### src/rtl/bbsp_pkg.sv
package bbsp_pkg;
  typedef enum logic [1:0] {
    TX_IDLE  = 2'd0,
    TX_WAIT  = 2'd1,
    TX_SHIFT = 2'd2,
    TX_END   = 2'd3
  } tx_state_e;
endpackage

### src/rtl/bbsp_sync.sv
module bbsp_sync #(
  parameter int WIDTH  = 1,
  parameter int STAGES = 2
) (
  input  logic             clk_i,
  input  logic             rst_ni,
  input  logic [WIDTH-1:0] async_i,
  output logic [WIDTH-1:0] sync_o
);
  logic [STAGES-1:0][WIDTH-1:0] stg_q;

  always_ff @(posedge clk_i or negedge rst_ni) begin
    if (!rst_ni) begin
      stg_q <= '0;
    end else begin
      stg_q[0] <= async_i;
      for (int i = 1; i < STAGES; i++) stg_q[i] <= stg_q[i-1];
    end
  end

  assign sync_o = stg_q[STAGES-1];
endmodule

### src/rtl/bbsp_tx.sv
module bbsp_tx
  import bbsp_pkg::*;
#(
  parameter int DATA_W = 8
) (
  input  logic              clk_i,
  input  logic              rst_ni,
  input  logic [DATA_W-1:0] byte_i,
  input  logic              last_i,
  input  logic              valid_i,
  output logic              ready_o,
  input  logic              bb_rdy_s_i,
  input  logic              bb_clk_s_i,
  output logic              env_o,
  output logic              sd_o
);
  localparam int CNT_W = (DATA_W > 1) ? $clog2(DATA_W) : 1;
  localparam logic [CNT_W-1:0] CNT_MAX = CNT_W'(DATA_W - 1);

  tx_state_e         state_q;
  logic [DATA_W-1:0] sreg_q;
  logic [CNT_W-1:0]  cnt_q;
  logic              last_q;
  logic              clk_prev_q;
  logic              clk_fall;
  logic              at_boundary;
  logic              take;

  assign clk_fall    = clk_prev_q & ~bb_clk_s_i;
  assign at_boundary = (state_q == TX_SHIFT) && clk_fall && (cnt_q == CNT_MAX);
  // a byte is taken only where the line needs its first bit
  assign ready_o = ((state_q == TX_WAIT) && bb_rdy_s_i) || (at_boundary && !last_q);
  assign take    = ready_o && valid_i;

  assign env_o = (state_q == TX_WAIT) || (state_q == TX_SHIFT);
  assign sd_o  = (state_q == TX_SHIFT) ? sreg_q[0] : 1'b0;

  always_ff @(posedge clk_i or negedge rst_ni) begin
    if (!rst_ni) begin
      state_q    <= TX_IDLE;
      sreg_q     <= '0;
      cnt_q      <= '0;
      last_q     <= 1'b0;
      clk_prev_q <= 1'b0;
    end else begin
      clk_prev_q <= bb_clk_s_i;
      unique case (state_q)
        TX_IDLE: if (valid_i) state_q <= TX_WAIT;
        TX_WAIT: begin
          if (bb_rdy_s_i) begin
            if (take) begin
              sreg_q  <= byte_i;
              last_q  <= last_i;
              cnt_q   <= '0;
              state_q <= TX_SHIFT;
            end else begin
              state_q <= TX_END;
            end
          end
        end
        TX_SHIFT: begin
          if (clk_fall) begin
            if (cnt_q == CNT_MAX) begin
              if (take) begin
                sreg_q <= byte_i;
                last_q <= last_i;
                cnt_q  <= '0;
              end else begin
                state_q <= TX_END;
              end
            end else begin
              sreg_q <= sreg_q >> 1;
              cnt_q  <= cnt_q + 1'b1;
            end
          end
        end
        TX_END: if (!bb_rdy_s_i) state_q <= TX_IDLE;
        default: state_q <= TX_IDLE;
      endcase
    end
  end
endmodule

### src/rtl/bbsp_rx.sv
module bbsp_rx #(
  parameter int DATA_W = 8
) (
  input  logic              clk_i,
  input  logic              rst_ni,
  input  logic              bb_clk_s_i,
  input  logic              sd_s_i,
  input  logic              env_s_i,
  output logic [DATA_W-1:0] byte_o,
  output logic              valid_o,
  output logic              err_o
);
  localparam int CNT_W = (DATA_W > 1) ? $clog2(DATA_W) : 1;
  localparam logic [CNT_W-1:0] CNT_MAX = CNT_W'(DATA_W - 1);

  logic [DATA_W-1:0] sreg_q;
  logic [DATA_W-1:0] next_sreg;
  logic [CNT_W-1:0]  cnt_q;
  logic              clk_prev_q;
  logic              env_prev_q;
  logic              clk_rise;
  logic              env_rise;
  logic              env_fall;

  assign clk_rise  = ~clk_prev_q & bb_clk_s_i;
  assign env_rise  = ~env_prev_q & env_s_i;
  assign env_fall  = env_prev_q & ~env_s_i;
  assign next_sreg = {sd_s_i, sreg_q[DATA_W-1:1]};

  always_ff @(posedge clk_i or negedge rst_ni) begin
    if (!rst_ni) begin
      sreg_q     <= '0;
      cnt_q      <= '0;
      byte_o     <= '0;
      valid_o    <= 1'b0;
      err_o      <= 1'b0;
      clk_prev_q <= 1'b0;
      env_prev_q <= 1'b0;
    end else begin
      clk_prev_q <= bb_clk_s_i;
      env_prev_q <= env_s_i;
      valid_o    <= 1'b0;
      err_o      <= 1'b0;
      if (env_fall) begin
        err_o <= (cnt_q != '0);
        cnt_q <= '0;
      end else if (env_rise) begin
        cnt_q <= '0;
        if (clk_rise) begin
          sreg_q <= next_sreg;
          cnt_q  <= CNT_W'(1);
        end
      end else if (env_s_i && clk_rise) begin
        sreg_q <= next_sreg;
        if (cnt_q == CNT_MAX) begin
          byte_o  <= next_sreg;
          valid_o <= 1'b1;
          cnt_q   <= '0;
        end else begin
          cnt_q <= cnt_q + 1'b1;
        end
      end
    end
  end
endmodule

### src/rtl/bb_serial_port.sv
module bb_serial_port #(
  parameter int DATA_W      = 8,
  parameter int SYNC_STAGES = 2
) (
  input  logic              clk_i,
  input  logic              rst_ni,
  input  logic [DATA_W-1:0] tx_byte_i,
  input  logic              tx_last_i,
  input  logic              tx_valid_i,
  output logic              tx_ready_o,
  output logic              tx_env_o,
  input  logic              tx_bb_rdy_i,
  input  logic              tx_bb_clk_i,
  output logic              tx_sd_o,
  input  logic              rx_bb_clk_i,
  input  logic              rx_sd_i,
  input  logic              rx_env_i,
  output logic [DATA_W-1:0] rx_byte_o,
  output logic              rx_valid_o,
  output logic              rx_err_o
);
  logic [1:0] tx_s;
  logic [2:0] rx_s;

  bbsp_sync #(.WIDTH(2), .STAGES(SYNC_STAGES)) u_tx_sync (
    .clk_i  (clk_i),
    .rst_ni (rst_ni),
    .async_i({tx_bb_rdy_i, tx_bb_clk_i}),
    .sync_o (tx_s)
  );

  bbsp_sync #(.WIDTH(3), .STAGES(SYNC_STAGES)) u_rx_sync (
    .clk_i  (clk_i),
    .rst_ni (rst_ni),
    .async_i({rx_env_i, rx_sd_i, rx_bb_clk_i}),
    .sync_o (rx_s)
  );

  bbsp_tx #(.DATA_W(DATA_W)) u_tx (
    .clk_i     (clk_i),
    .rst_ni    (rst_ni),
    .byte_i    (tx_byte_i),
    .last_i    (tx_last_i),
    .valid_i   (tx_valid_i),
    .ready_o   (tx_ready_o),
    .bb_rdy_s_i(tx_s[1]),
    .bb_clk_s_i(tx_s[0]),
    .env_o     (tx_env_o),
    .sd_o      (tx_sd_o)
  );

  bbsp_rx #(.DATA_W(DATA_W)) u_rx (
    .clk_i     (clk_i),
    .rst_ni    (rst_ni),
    .bb_clk_s_i(rx_s[0]),
    .sd_s_i    (rx_s[1]),
    .env_s_i   (rx_s[2]),
    .byte_o    (rx_byte_o),
    .valid_o   (rx_valid_o),
    .err_o     (rx_err_o)
  );
endmodule

### config.mk
export PLATFORM = sky130hd
export DESIGN_NAME = bb_serial_port
export DESIGN_NICKNAME = d
export VERILOG_FILES = /design/src/rtl/bbsp_pkg.sv /design/src/rtl/bbsp_sync.sv /design/src/rtl/bbsp_tx.sv /design/src/rtl/bbsp_rx.sv /design/src/rtl/bb_serial_port.sv
export SDC_FILE = /design/constraint.sdc
export NUM_CORES = 1
export LEC_CHECK = 0
export CAP_MARGIN = 20
export CORE_AREA = 5 5 60 83
export CTS_CLUSTER_SIZE = 10
export DETAILED_ROUTE_END_ITERATION = 12
export DIE_AREA = 0 0 65 88
export GPL_TIMING_DRIVEN = 0
export PLACE_DENSITY = 0.76
export SLEW_MARGIN = 20
export SYNTH_ARGS = -nofsm -noshare
export SYNTH_HDL_FRONTEND = slang
export SYNTH_SLANG_ARGS = --single-unit
### constraint.sdc
create_clock -name clk_i -period 2.35 [get_ports clk_i]
set_input_delay 0.3525 -clock clk_i [delete_from_list [all_inputs] [get_ports clk_i]]
set_output_delay 0.3525 -clock clk_i [all_outputs]
set_load 0.005 [all_outputs]
* Yosys cells after proc, flatten, opt, wreduce, memory -nomap -nowiden *
Index checks and enable logic that the tools add are counted.

operators by class
  $add $sub $neg = 2
  multipliers = 0
  div/mod/pow operators = 0
  $lt $le $gt $ge = 0
  equality and inequality tests = 12
  shifts and indexed selects = 0
  multiplexer cells = 37
  bitwise operators = 10
  reduce and logical (&&, ||, !) cells = 19

operators with widths
  kind                                                    number
  two-way mux 8 bit                                       7
  two-way mux 3 bit                                       8
  one-hot mux 8 bit (2 select lines)                      1
  two-way mux 1 bit                                       12
  two-way mux 2 bit                                       6
  inequality test 2 bit (second input constant)           5
  one-hot mux 2 bit (4 select lines)                      1
  AND reduction 4 bit                                     2
  adder 3 x 1 -> 3 bit (second input constant)            2
  == test 3 bit (second input constant)                   2
  logical AND 1 bit                                       6
  inverter 1 bit                                          6
  one-hot mux 3 bit (2 select lines)                      1
  AND reduction 3 bit                                     2
  AND reduction 6 bit                                     1
  nonzero test 3 bit                                      2
  AND 1 bit                                               4
  == test 2 bit (second input constant)                   2
  inequality test 2 x 1 -> 1 bit (second input constant)  2
  nonzero test 2 bit                                      2
  == test 2 x 1 -> 1 bit (second input constant)          1
  zero test 2 bit                                         1
  logical OR 1 bit                                        2
  one-hot mux 1 bit (2 select lines)                      1
  zero test 1 bit                                         1

storage, ports and cells
  bits in registers = 48
  bits in latches = 0
  bits in writable memories = 0
  ROM bits = 0
  input port bits = 17
  memories = 0

* Logic depth before layout (Yosys ltp) *
  word-level depth = 11
  depth in mapped cells = 7
  gate-level depth less buffers = 6

* Cells and area by module *
A second synthesis with hierarchy kept.

unflattened totals
  cell total of the unflattened synthesis = 157
  area total of the unflattened synthesis = 2,192.1 µm²

by module, submodules not included
  module                 instances  cells an instance  area each (µm²)
  bbsp_rx                1          65                 955.9
  bbsp_tx                1          77                 948.4
  bbsp_sync (u_rx_sync)  1          9                  172.7
  bbsp_sync (u_tx_sync)  1          6                  115.1

* Least setup slack after synthesis *
Ideal clock, no wire load.

  path kind = register to register
  start = register u_tx.cnt_q[0]
  end = register u_tx.sreg_q[1]
  setup time = 0.125 ns
  arrival = 1.833 ns
  data required time = 2.225 ns
  slack = 0.392 ns
  stages on the path, launching flop included = 8
  buffers on the path = 1
  period minus slack after synthesis = 1.958 ns
  path through = dfrtp_1 -> ha_1 -> ha_1 -> nand2b_2 -> nor3_2 -> buf_6 -> mux2_4 -> mux2_4

on the way
  word-level cells in the longest chain between the ends = 9
  elaborated cells on any way between the ends = 10
  those cells by class = eq/ne (1); mux (5); reduce/logical (4)

ends and longest elaborated chain
  item                                    line                          RTL
  start: declaration                      bbsp_tx.sv:22                 logic [CNT_W-1:0] cnt_q;
  start signal: assignment                bbsp_tx.sv:73                 cnt_q <= cnt_q + 1'b1;
  == test 3 bit (*)                       bbsp_tx.sv:30, bbsp_tx.sv:63
  logical AND 1 bit                       bbsp_tx.sv:30                 assign at_boundary = (state_q == TX_SHIFT) && clk_fall && (cnt_q == CNT_MAX);
  logical AND 1 bit                       bbsp_tx.sv:32                 assign ready_o = ((state_q == TX_WAIT) && bb_rdy_s_i) || (at_boundary && !last_q);
  logical OR 1 bit                        bbsp_tx.sv:32
  logical AND 1 bit                       bbsp_tx.sv:33                 assign take = ready_o && valid_i;
  two-way mux 8 bit                       --
  two-way mux 8 bit                       bbsp_tx.sv:63                 if (cnt_q == CNT_MAX) begin
  two-way mux 8 bit                       bbsp_tx.sv:62                 if (clk_fall) begin
  one-hot mux 8 bit (2 select lines) (*)  bbsp_tx.sv:47                 unique case (state_q)
  end signal: assignment                  bbsp_tx.sv:52                 sreg_q <= byte_i;
  end signal: assignment                  bbsp_tx.sv:65                 sreg_q <= byte_i;
  end signal: assignment                  bbsp_tx.sv:72                 sreg_q <= sreg_q >> 1;
  end: declaration                        bbsp_tx.sv:21                 logic [DATA_W-1:0] sreg_q;

Mark *: on every way between the ends. The rest lies on a longest branch, timed or not. The select of a mux whose other input is x is not followed.
A chain may end at the register's enable or synchronous reset.

* Worst setup path in the final report *
  start = register u_tx.state_q[0]
  end = output port tx_sd_o

on the way
  word-level cells in the longest chain between the ends = 2

ends and longest elaborated chain
  item                      line                  RTL
  start: declaration        bbsp_tx.sv:20         tx_state_e state_q;
  start signal: assignment  bbsp_tx.sv:40         state_q <= TX_IDLE;
  start signal: assignment  bbsp_tx.sv:48         TX_IDLE: if (valid_i) state_q <= TX_WAIT;
  start signal: assignment  bbsp_tx.sv:55         state_q <= TX_SHIFT;
  == test 2 bit             bbsp_tx.sv:36         assign sd_o = (state_q == TX_SHIFT) ? sreg_q[0] : 1'b0;
  two-way mux 1 bit         bbsp_tx.sv:36
  end: declaration          bb_serial_port.sv:14  output logic tx_sd_o,

No other way between the ends.

==> key figures <==
Setup path
  • Critical path fanouts, max: 7
  • CP cell instances: inv_1 -> ha_1 -> and2_1 -> clkdlybuf4s50_1
  • Largest stage delay on the critical path: 500 ps
  • Critical path startpoint category: flop
  • CP Capture Type: output pin
  • CP max stage cell: clkdlybuf4s50_1
  • CP Data Arrival Time: 1890 ps
  • CP required: 2000 ps
  • Critical Setup Path Class: reg2out

Power and ir drop
  • Maximum vdd drop: 0.000519 V
  • Final Power: 2.46 mW
  • Clock power frac: 18.8%
  • Cell Int Power: 1.73 mW
  • Pleak: 1.23 nW
  • Switching Fraction: 29.8%
  • Seq pwr share: 46.4%
  • Comb pwr share: 34.8%
  • Sw power: 732 uW
  • Power Dens Cells: 955 mW/mm2

Synthesis
  • Top_reg_cell synth: dfrtp_1
  • Avg Inst Size Synth: 14.8 um2
  • Fraction of registers with async set/reset: 100%
  • Sequential area share after synthesis: 55.5%
  • Synth cell types: 34
  • Top cells by area, synth: dfrtp_1 (56%), mux2_4 (11%), mux2_2 (9.0%), ha_1 (7.1%), inv_1 (1.8%)
  • Post-synth top area cell: dfrtp_1
  • Synthesized area: 0.00212 mm2
  • Post-synth EDFFs: 0
  • Yosys reg bits: 47
  • Synth Instances: 143
  • Syn nets: 172
  • Post-synth top area share: 55.5%
  • Number of synthesis warnings: 0

Final layout
  • Area grow syn2layout: 21.6%
  • Layout cell share with drive strength beyond 1: 29.1%
  • Post-route design area: 0.00257 mm2
  • Final nets: 210
  • Inserted Diodes: 0

Drt
  • Drt drc: 0
  • First drt pass iteration count: 4
  • Via density per instance: 5.52
  • WL/cell: 16.3 um
  • Vias: 1253
  • Total Wirelength: 3710 um
  • ANT nets after route: 0
  • Initial DRC count: 19

Die
  • I/O pin total: 30
  • Chip height: 88 um
  • Total core area: 0.00417 mm2
  • Die area: 0.00572 mm2
  • Std cell rows: 28
  • Chip width: 65 um
  • Initial Utilization: 50.8%

Timing
  • Worst Tran Pin Value: 516 ps
  • RSZ-0062 raised after global routing: no
  • Final worst-path setup slack: 105 ps
  • Final hold violation count: 0
  • Clock skew: 9.69 ps
  • Final worst path period share: 95.5%
  • Headroom to the max-slew limit: 65.6%
  • Minimum clock period: 2250 ps
  • Final setup fails: 0
  • Max Transition Viols Final: 0
  • Achievable Freq: 445 MHz

Clock network
  • Clock latency on the worst-skew pair: 300 ps
  • Root buffer cell: clkbuf_8
  • Htree depth: 2
  • Max Buffers Root-to-Sink: 2
  • CTS clk-pin slew, worst paths: 90 ps
  • CTS Hold Buffers Added: 0
  • TritonCTS Buffers: 5
  • CTS tree: built
  • Clock sink total: 47

GRT
  • Overflow left after global routing: 0
  • Number of global-route vias before repair: 1468
  • Largest net degree at the start of global routing: 27
  • Overall routing resource usage: 15.4%
  • First-pass GRT wire length: 6640 um
  • Initial antenna violation count: 0

Placement
  • Worst slack at placement: 191 ps
  • Placed cell area: 0.00248 mm2
  • GPL Wtd Cong: 0.766
  • Port Buffers: 29
  • DP HPWL: 2780 um

Min path
  • Hold Crit Class: in2async

Status
  • Run status: completed

Run
  • MaxCap Viol Count: 0
-- cell usage in the layout (no fill, tap or decap), types with 2 or more instances in the layout --
master / count
a21oi_1: 2
nor2_1: 4
clkbuf_8: 5
ha_1: 12
a22o_1: 2
and4_1: 2
mux2i_1: 2
inv_1: 10
a21boi_0: 2
clkdlybuf4s50_1: 27
mux2_2: 17
dfrtp_1: 47
clkbuf_1: 2
mux2_4: 15
nor2_2: 2
a41oi_1: 2
o21ai_0: 2
nand2_1: 3
-- cells in the mapped netlist, types with 2 or more instances --
library cell and count:
dfrtp_1 47, mux2_2 17, mux2_4 15, ha_1 12, inv_1 10, nor2_1 4
nand2_1 3, a21boi_0 2, a21oi_1 2, a22o_1 2, a41oi_1 2, and4_1 2
mux2i_1 2, nor2_2 2, o21ai_0 2
-- sequential cells by signal (all words and copies together), names as in the netlist, 3 cells and up --
signal,count
u_rx_sync.stg_q,3
u_tx.cnt_q,3
u_rx_sync.sync_o,3
u_tx.sreg_q,8
u_rx.cnt_q,3
u_rx.byte_o,8
u_rx.sreg_q,7
-- worst max-delay path, delay by kind of cell (launching register included) --
family / cells / cell delay, ps
simple gates: 1 / 180
buf+inv: 2 / 620
flops: 1 / 430
fa+ha+maj: 1 / 360
-- cell families (layout without fill, tap and decap cells) --
kind of cell / after synthesis / in the layout / share of synthesized area [%]
adders and majority gates: 12 / 12 / 7.09
and+or+nand+nor: 21 / 21 / 7.09
muxes: 35 / 35 / 21.1
buffers and inverters: 11 / 50 / 2.30
AOI/OAI and AO/OA: 17 / 17 / 6.85
DFF: 47 / 47 / 55.5
-- power groups by stage --
stage	sequential [mW]	clock, mW	combinational [mW]
after CTS	1.14	0.480	0.876
final	1.14	0.462	0.857
after floorplan	1.12	0	0.624
after detailed placement	1.16	0	0.844
after global placement	1.14	0	0.791
after global routing	1.17	0.517	0.951
-- metal layers --
layer / global-route usage (%) / vias to the layer above / share of wire, %
met4: 6.15 / 0 / 1.6
met3: 5.52 / 7 / 5.7
met2: 26.4 / 28 / 53
li1: - / 581 / -
met1: 17.3 / 637 / 40
met5: 0 / - / 0
-- final cells by class --
class	count	area [um2]
fillers	351	1590
repair buffers	31	312
multi-input cells	85	901
clock inverters	1	5.00
flip-flops and latches	47	1180
inverters	10	37.5
clock buffers	7	76.3
well taps	45	56.3
plain buffers	1	11.3
-- through the flow --
step / util [%] / cells / hold slack [ps] / setup TNS (ps)
after floorplan: - / 143 / 56.9 / 0
after global placement: 59.1 / 217 / 332 / -13280
after detailed placement: 59.5 / 218 / 335 / 0
after CTS: 61.8 / 227 / 35.7 / 0
after global routing: 61.8 / 227 / 49.5 / 0
final: 61.8 / 227 / 19.2 / 0
-- repair_timing --
item	CTS	global route
gates resized for setup	3	0
endpoints found under the setup margin	1	0
setup buffers	1	0
-- worst paths after layout --
path | depth (start not counted) | to | slack [ps] | startpoint
max | 4 | tx_sd_o | 100 | u_tx.state_q[0]
min | 1 | u_tx.sreg_q[3] | 20 | rst_ni
max reg2reg | 7 | u_tx.sreg_q[2] | 190 | u_tx.state_q[0]
min reg2reg | 0 | u_rx_sync.sync_o[0] | 350 | u_rx_sync.stg_q[0]
max in group asynchronous | 2 | u_rx.cnt_q[0] | 1820 | rst_ni
min in group clk_i | 0 | u_rx_sync.sync_o[0] | 350 | u_rx_sync.stg_q[0]
Power figures use the tool's default switching activity.
